[config.mk]
export PLATFORM = sky130hd
export DESIGN_NAME = addsub_flags
export DESIGN_NICKNAME = d
export VERILOG_FILES = /design/src/rtl/addsub_flags.sv
export SDC_FILE = /design/constraint.sdc
export NUM_CORES = 1
export LEC_CHECK = 0
export ABC_CLOCK_PERIOD_IN_PS = 2000
export BUFFER_PORTS_ARGS = -buffer_cell sky130_fd_sc_hd__clkbuf_2
export CORE_MARGIN = 3
export CORE_UTILIZATION = 39
export CTS_CLUSTER_DIAMETER = 30
export CTS_CLUSTER_SIZE = 25
export DETAILED_ROUTE_END_ITERATION = 16
export GPL_TIMING_DRIVEN = 0
export PLACE_DENSITY_LB_ADDON = 0.25
export SETUP_SLACK_MARGIN = 0.4
export SKIP_LAST_GASP = 1
export SLEW_MARGIN = 20
export SYNTH_ARGS = -nofsm -noshare
export SYNTH_HDL_FRONTEND = slang
export SYNTH_SLANG_ARGS = --single-unit
export TNS_END_PERCENT = 20
[constraint.sdc]
create_clock -name clk -period 2 [get_ports clk]
set_clock_uncertainty 0.05 [all_clocks]
set_input_delay 0.1 -clock clk [delete_from_list [all_inputs] [get_ports clk]]
set_output_delay 0.1 -clock clk [all_outputs]
set_load 0.02 [all_outputs]
[src/rtl/addsub_flags.sv]
module addsub_flags #(
  parameter int WIDTH = 8
) (
  input  logic             clk,
  input  logic             rst,
  input  logic [WIDTH-1:0] opnd_a,
  input  logic [WIDTH-1:0] opnd_b,
  input  logic             sub_sel,
  input  logic             res_oe,
  input  logic             flg_ld,
  output logic [WIDTH-1:0] bus_out,
  output logic             hold_z,
  output logic             hold_s,
  output logic             hold_c
);

  logic [WIDTH-1:0] b_eff;
  logic [WIDTH:0]   sum_w;
  logic [WIDTH-1:0] result;
  logic             st_z, st_s, st_c;

  assign b_eff  = sub_sel ? ~opnd_b : opnd_b;
  assign sum_w  = {1'b0, opnd_a} + {1'b0, b_eff} + {{WIDTH{1'b0}}, sub_sel};
  assign result = sum_w[WIDTH-1:0];

  assign st_z = ~|result;
  assign st_s = result[WIDTH-1];
  assign st_c = sum_w[WIDTH];

  assign bus_out = res_oe ? result : '0;

  always_ff @(posedge clk) begin
    if (rst) begin
      hold_z <= 1'b0;
      hold_s <= 1'b0;
      hold_c <= 1'b0;
    end else if (flg_ld) begin
      hold_z <= st_z;
      hold_s <= st_s;
      hold_c <= st_c;
    end
  end

  p_zero_r4: assert property (@(posedge clk) disable iff (rst)
    (flg_ld && res_oe) |=> (hold_z == ($past(bus_out) == '0)));

  p_sign_r5: assert property (@(posedge clk) disable iff (rst)
    (flg_ld && res_oe) |=> (hold_s == $past(bus_out[WIDTH-1])));

  p_carry_add_r6: assert property (@(posedge clk) disable iff (rst)
    (flg_ld && !sub_sel) |=>
      (hold_c == $past(((({1'b0, opnd_a} + {1'b0, opnd_b}) >> WIDTH) != '0))));

  p_carry_sub_r6: assert property (@(posedge clk) disable iff (rst)
    (flg_ld && sub_sel) |=> (hold_c == $past(opnd_a >= opnd_b)));

  p_hold_r7: assert property (@(posedge clk) disable iff (rst)
    !flg_ld |=> $stable({hold_z, hold_s, hold_c}));

  p_clear_r8: assert property (@(posedge clk)
    rst |=> ({hold_z, hold_s, hold_c} == 3'b000));

endmodule

# [Word level (Yosys, flattened, before mapping)]
# Cells that the tools add are included.
# W data, S select, Z words.
[totals] mem_count=0 in_bits=21 ramBits=0 ff_bits=3 rom_bits=0 latchBits=0 out_inout_bits=11 elab_cells=10
[op_classes] n_reduce_logical=2 muxes=2 shift=0 n_eq_ne=0 multipliers=0 add_sub_neg=2 magnitude_cmp=0 div_mod_pow=0 bitwise=1
[op_table] op="$mux W8" count=2
[op_table] op="$add A8 B8 Y9" count=1
[op_table] op="$add A9 B1 Y9" count=1
[op_table] op="$not A8 Y8" count=1
[op_table] op="$reduce_or A8 Y1" count=1
[op_table] op="$logic_not A1 Y1" count=1

# [Logic depth before layout (Yosys ltp)]
# Gate-level depths: netlist of run 1.
[depth] word_depth=6 depth_mapped=9 depth_no_buf=8

# [Least setup slack after synthesis of run 1]
# OpenSTA, ideal clock, no wires.
[synth_timing] path_type="input to output" from="input port sub_sel" to="output port bus_out[6]" arrival_ns=1.755 stages=9 t_required_ns=1.850 n_path_buf=1 path_slack_ns=0.095 path_cell_list="buf_6 -> mux2i_1 -> inv_1 -> fa_1 -> a211oi_1 -> o21bai_1 -> a211oi_1 -> a21oi_1 -> and2_1"
[synth_between] elab_chain_cells=4
[synth_lines] element="start, declared" line="8" source="input logic sub_sel,"
[synth_lines] element="$mux W8" line="22" source="assign b_eff = sub_sel ? ~opnd_b : opnd_b;"
[synth_lines] element="$add A8 B8 Y9" line="23" source="assign sum_w = {1'b0, opnd_a} + {1'b0, b_eff} + {{WIDTH{1'b0}}, sub_sel};"
[synth_lines] element="$add A9 B1 Y9 (*)" line="23"
[synth_lines] element="$mux W8 (*)" line="30" source="assign bus_out = res_oe ? result : '0;"
[synth_lines] element="end, declared" line="11" source="output logic [WIDTH-1:0] bus_out,"
# Every way passes the cells marked *; elsewhere a longest branch is shown, timed or not.

# [Worst setup path in the final report of run 1]
[layout_timing] from="input port sub_sel" to="output port bus_out[7]"
# The elaborated chain is that of the path after synthesis.

==> run summary, run 1 <==
startpoint class of the critical path: primary input
Die ar.: 0.001987 sq mm
post-route cell area: 850.8 sq um
endpoints failing setup: 0
first-pass GRT wire length: 2297 microns
Static Leakage: 0.4287 nW
Synth-to-Final Area Change: 46.55%
Inst Count DP: 119
hold crit path type: in2reg
WHS: 30.75 ps
share of cells above drive strength 1: 41.96%
number of synthesized flops with an enable pin: 0
Total Power: 0.5249 mW
Hold Buf Count CTS: 0
Max Root-Sink Buffers: 2
crit path launch: sub_sel
Synth warnings: 0
non-filler cells, final: 127
initial antenna violation count: 0
Row Count: 13
CTS Buf Count: 3
Max transition margin: 75.24%
worst path arrival time: 1840 ps
post-route ant nets: 0
post-synth net total: 103
Die Wd: 44.58 microns
Total Wirelength: 1499 microns
stages on the worst setup path: 9
drt via density: 5.504
final hold viol count: 0
CTS Sinks: 3
post-synthesis cell count: 74
critical-path cell list: buf_6, xor2_1, ha_2, nand2_1, o211a_1, or2_1, a211oi_2, nor2_2, clkbuf_2
core area: 0.001350 sq mm
CP endpoint: bus_out[7]
worst r2r dst: hold_c$_SDFFE_PP0P_
largest net degree at the start of global routing: 9
vias in the first global route: 605
max-slew violation count: 0
crit path time final: 1985 ps
io pins: 32
Buf/Inv on CP: 2
I/O Buffers: 30
Starting Density: 43.00%
DR vias: 699
RSZ-0062 raised after global routing: true
reg-to-reg slack, setup: 1320 ps
Avg Cell Area, Syn: 7.845 sq um
Seq/Total Area, Yosys: 10.34%
ys flop type: dfxtp_1
post-DP HPWL: 1133 microns
flops & latches, synth: 3
Crit-path slowest cell: ha_2
R2R depth: 2
drc violations: 0
die height: 44.58 microns
reg-to-reg startpoint: hold_c$_SDFFE_PP0P_
setup ws final: 14.52 ps
Final nets: 142
number of library cell types mapped by synthesis: 27
Max Cap Viol: 0
kind of critical path: in2out
Post-synth ARST share: 0%
CP max FO: 8
VDD IR-drop max: 268.3 uV
Worst Setup End Kind: output pin
ANT cells: 0
slowest stage delay, CP: 380 ps
Tot GR Track Use: 15.14%
CTS tree: yes
Top delay family on crit path: compound AO/OA/AOI/OAI gates
worst-skew pair later-pin latency: 250 ps
gr ovfl total: 0
Sum Neg Setup Slack: 0 ps
DRT Pass-1 Iters: 4
routed length per instance: 11.80 microns
Reg clk slew, reported paths: 40 ps
gp weighted congestion: 0.7417
FMAX: 503.7 MHz
root buffer cell: clkbuf_4
pre-CTS setup slack: -176.2 ps
Required @ worst endpoint: 1850 ps
number of H-tree levels: 1
status: finished, final reports clean
PwrDens: 616.9 mW/mm^2
final core occ: 63.02%
Tightest Pin Transition: 368.3 ps
initial DRC count: 8
DP Area: 757.0 sq um
Mapped Area: 580.6 sq um
crit share post-route: 99.27%
-- worst min-delay path by stage --
stage | slack (ps) | startpoint | endpoint | cells after the start
4_1_cts | 40 | rst | hold_c$_SDFFE_PP0P_ | 2
2_1_floorplan | 120 | rst | hold_c$_SDFFE_PP0P_ | 1
6_report | 30 | rst | hold_c$_SDFFE_PP0P_ | 2
3_5_place_dp | 300 | rst | hold_c$_SDFFE_PP0P_ | 2
5_1_grt | 70 | rst | hold_c$_SDFFE_PP0P_ | 2
3_3_place_gp | 290 | rst | hold_c$_SDFFE_PP0P_ | 2
-- per-layer routing --
layer	up-vias	track usage, %	wire length (microns)
li1	344	-	-
met1	317	17.19	617
met2	29	27.22	732
met3	9	0.4065	92
met4	0	9.639	56
met5	-	0	0
-- state kept, by name (all words and copies together) (netlist names) --
signal  count
hold_s      1
hold_z      1
hold_c      1
-- synth_stat cells (all sizes together), types with 2 or more instances --
master	instances	share of area (%)
nand2b	2	2.2
xor2	10	15
a211oi	5	6.5
a21oi	5	4.3
o21a	2	2.6
nor2	9	5.8
dfxtp	3	10
o21ai	3	2.6
nand2	3	1.9
ha	7	15
a21o	2	2.6
inv	3	1.9
and2	4	4.3
nor3	3	2.6
-- power by group --
part	switching, mW	total [mW]	leakage [nW]	internal (mW)
sequential	0.00187	0.0663	0.0247	0.0644
combinational	0.191	0.344	0.389	0.152
clock	0.0397	0.115	0.0150	0.0753
-- cell families (layout without fill, tap and decap cells) --
family                   after synthesis  count (layout)  share of synthesized area, %
adder cells (fa/ha/maj)                8               8                         18.53
XOR/XNOR                              11              11                         16.59
buffers and inverters                  4              42                         3.879
AND/OR/NAND/NOR                       24              24                         20.47
AO/OA/AOI/OAI                         23              23                         28.45
flip-flops                             3               3                         10.35
multiplexers                           1               1                         1.724
-- what timing repair did --
action | 4_1_cts | 5_1_grt
pin swaps | 5 | 3
buffers inserted | 3 | 1
resized for setup | 6 | 2
endpoints found under the setup margin | 9 | 9
-- cell type report --
type / instances / area (sq um)
Inverter: 3 / 11.26
Fill cell: 128 / 499.2
Timing Repair Buffer: 34 / 197.7
Clock buffer: 4 / 26.28
Buffer: 1 / 11.26
Tap cell: 15 / 18.77
Multi-Input combinational cell: 67 / 525.5
Sequential cell: 3 / 60.06
-- cells in the final DEF, fill, tap and decap left out, types with 3 or more instances in the layout --
master | Yosys | routed
a211oi_1 | 5 | 3
a21oi_1 | 5 | 5
and2_1 | 4 | 4
buf_4 | 0 | 4
clkbuf_2 | 0 | 28
clkbuf_4 | 0 | 3
dfxtp_1 | 3 | 3
ha_1 | 7 | 6
inv_1 | 3 | 3
nand2_1 | 3 | 3
nor2_1 | 9 | 8
nor3_1 | 3 | 3
xor2_1 | 10 | 10
Power figures use the tool's default switching activity.
==> inputs of run 2 (changes only) <==
--- a/config.mk
+++ b/config.mk
@@ -7,8 +7,10 @@
 export LEC_CHECK = 0
 export ABC_CLOCK_PERIOD_IN_PS = 2000
 export BUFFER_PORTS_ARGS = -buffer_cell sky130_fd_sc_hd__clkbuf_2
+export CELL_PAD_IN_SITES_DETAIL_PLACEMENT = 1
+export CELL_PAD_IN_SITES_GLOBAL_PLACEMENT = 1
 export CORE_MARGIN = 3
-export CORE_UTILIZATION = 39
+export CORE_UTILIZATION = 26
 export CTS_CLUSTER_DIAMETER = 30
 export CTS_CLUSTER_SIZE = 25
 export DETAILED_ROUTE_END_ITERATION = 16
==> run summary, run 2 (synthesized netlist as in run 1, its figures left out) <==
status: finished, final reports clean (unchanged)
drt via density: 4.866 (was 5.504)
Sum Neg Setup Slack: 0 ps (unchanged)
Die ar.: 0.002836 sq mm (was 0.001987 sq mm)
reg-to-reg slack, setup: 1310 ps (was 1320 ps)
drc violations: 0 (unchanged)
hold crit path type: in2reg (unchanged)
setup ws final: 25.66 ps (was 14.52 ps)
Row Count: 16 (was 13)
reg-to-reg startpoint: hold_s$_SDFFE_PP0P_ (was hold_c$_SDFFE_PP0P_)
post-route ant nets: 0 (unchanged)
crit path time final: 1974 ps (was 1985 ps)
most frequent cells in the layout: clkbuf_2, xor2_1, nor2_1, buf_4, ha_1 (was clkbuf_2, xor2_1, nor2_1)
first-pass GRT wire length: 2904 microns (was 2297 microns)
worst-skew pair later-pin latency: 240 ps (was 250 ps)
DP Area: 772.0 sq um (was 757.0 sq um)
filler cell count: 265 (was 128)
CTS Sinks: 3 (unchanged)
initial DRC count: 5 (was 8)
DRT Pass-1 Iters: 3 (was 4)
Tot GR Track Use: 13.86% (was 15.14%)
DR vias: 691 (was 699)
VDD IR-drop max: 210.9 uV (was 268.3 uV)
worst r2r dst: hold_s$_SDFFE_PP0P_ (was hold_c$_SDFFE_PP0P_)
non-filler cells, final: 142 (was 127)
Inst Count DP: 131 (was 119)
CTS Buf Count: 3 (unchanged)
ANT cells: 0 (unchanged)
Max Cap Viol: 0 (unchanged)
biggest regs: hold_c: 1 flops, hold_s: 1 flops, hold_z: 1 flops (unchanged)
Required @ worst endpoint: 1850 ps (about the same)
post-route cell area: 974.7 sq um (was 850.8 sq um)
post-DP HPWL: 1320 microns (was 1133 microns)
Max transition margin: 74.93% (was 75.24%)
FMAX: 506.5 MHz (was 503.7 MHz)
die height: 53.26 microns (was 44.58 microns)
worst path arrival time: 1820 ps (was 1840 ps)
Hold Buf Count CTS: 0 (unchanged)
io pins: 32 (unchanged)
Max Root-Sink Buffers: 2 (unchanged)
Tightest Pin Transition: 376.1 ps (was 368.3 ps)
Crit-path slowest cell: ha_2 (unchanged)
number of H-tree levels: 1 (unchanged)
CP max FO: 8 (unchanged)
kind of critical path: in2out (unchanged)
Static Leakage: 0.4522 nW (was 0.4287 nW)
PwrDens: 628.6 mW/mm^2 (was 616.9 mW/mm^2)
Synth-to-Final Area Change: 67.89% (was 46.55%)
core area: 0.002042 sq mm (was 0.001350 sq mm)
crit share post-route: 98.72% (was 99.27%)
share of cells above drive strength 1: 52.17% (was 41.96%)
CTS tree: yes (unchanged)
Worst Hold Endpoint: hold_c$_SDFFE_PP0P_ (unchanged)
Die Wd: 53.26 microns (was 44.58 microns)
root buffer cell: clkbuf_4 (unchanged)
Reg clk slew, reported paths: 40 ps (about the same)
crit path launch: sub_sel (unchanged)
Starting Density: 28.43% (was 43.00%)
worst min-delay path startpoint: rst (unchanged)
Total Wirelength: 1951 microns (was 1499 microns)
routed length per instance: 13.74 microns (was 11.80 microns)
R2R depth: 2 (unchanged)
largest net degree at the start of global routing: 9 (unchanged)
Hold Path Cell Cnt: 2 (unchanged)
startpoint class of the critical path: primary input (unchanged)
critical-path cell list: buf_6, xor2_1, ha_2, o21ai_2, and2b_2, or2_4, a211oi_4, nor2_2, buf_2 (was buf_6, xor2_1, ha_2, nand2_1, o211a_1, or2_1, a211oi_2, nor2_2, clkbuf_2)
slowest stage delay, CP: 370 ps (was 380 ps)
gp weighted congestion: 0.7545 (was 0.7417)
max-slew violation count: 0 (unchanged)
gr ovfl total: 0 (unchanged)
RSZ-0062 raised after global routing: true (unchanged)
vias in the first global route: 711 (was 605)
endpoints failing setup: 0 (unchanged)
Total Power: 0.6127 mW (was 0.5249 mW)
Final nets: 145 (was 142)
commonest non-fill, non-tap cell in the layout: clkbuf_2 (unchanged)
final hold viol count: 0 (unchanged)
initial antenna violation count: 0 (unchanged)
pre-CTS setup slack: -158.5 ps (was -176.2 ps)
Worst Setup End Kind: output pin (unchanged)
I/O Buffers: 30 (unchanged)
-- run 2: worst max path at each step --
stage | to | slack, ps | cells after the start
global route | bus_out[7] | -50 | 9
finish | bus_out[7] | 30 | 9
detailed placement | bus_out[6] | -160 | 10
CTS | bus_out[6] | -9 | 10
global placement | bus_out[6] | -160 | 9
floorplan | hold_z$_SDFFE_PP0P_ | 130 | 8
-- run 2: worst max-delay path, delay by kind of cell --
family / cells / cell delay [ps]
and+or+nand+nor: 3 / 570
AOI/OAI and AO/OA: 2 / 330
xor gates and xnor gates: 1 / 170
adders and majority gates: 1 / 370
buffers and inverters: 2 / 280
-- run 2: layer usage --
metal  track usage, %  up-vias  share of wire (%)  wire, microns
met3           0.8451        3                3.4             67
met4            5.106        0                1.3             26
met1            15.80      322                 39            765
met5                0        -                  0              0
li1                 -      348                  -              -
met2            26.33       18                 56           1092
-- run 2: through the flow --
stage | hold slack [ps] | util (%)
floorplan | 122.8 | -
global placement | 291.5 | 37.81
finish | 50.30 | 47.73
detailed placement | 291.8 | 37.81
global route | 51.44 | 47.73
CTS | 43.08 | 42.71
-- run 2: repair_timing --
item,4_1_cts,5_1_grt
buffers inserted,4,3
pin swaps,5,9
endpoints found under the setup margin,9,10
hold endpoints to repair,0,0
resized for setup,9,20
-- run 2: power by group --
| part | internal, mW | switching (mW) |
|---|---|---|
| Clock | 0.0751 | 0.0360 |
| Combinational | 0.199 | 0.237 |
| Sequential | 0.0645 | 0.00189 |
| Total | 0.338 | 0.274 |
-- run 2: cell type report --
class	count	area (sq um)	area share (%)
repair buffers	37	225.2	23.11
multi-input cells	67	606.8	62.26
plain buffers	1	11.26	1.155
inverters	3	11.26	1.155
well taps	27	33.78	3.466
clock buffers	4	26.28	2.696
flip-flops and latches	3	60.06	6.162
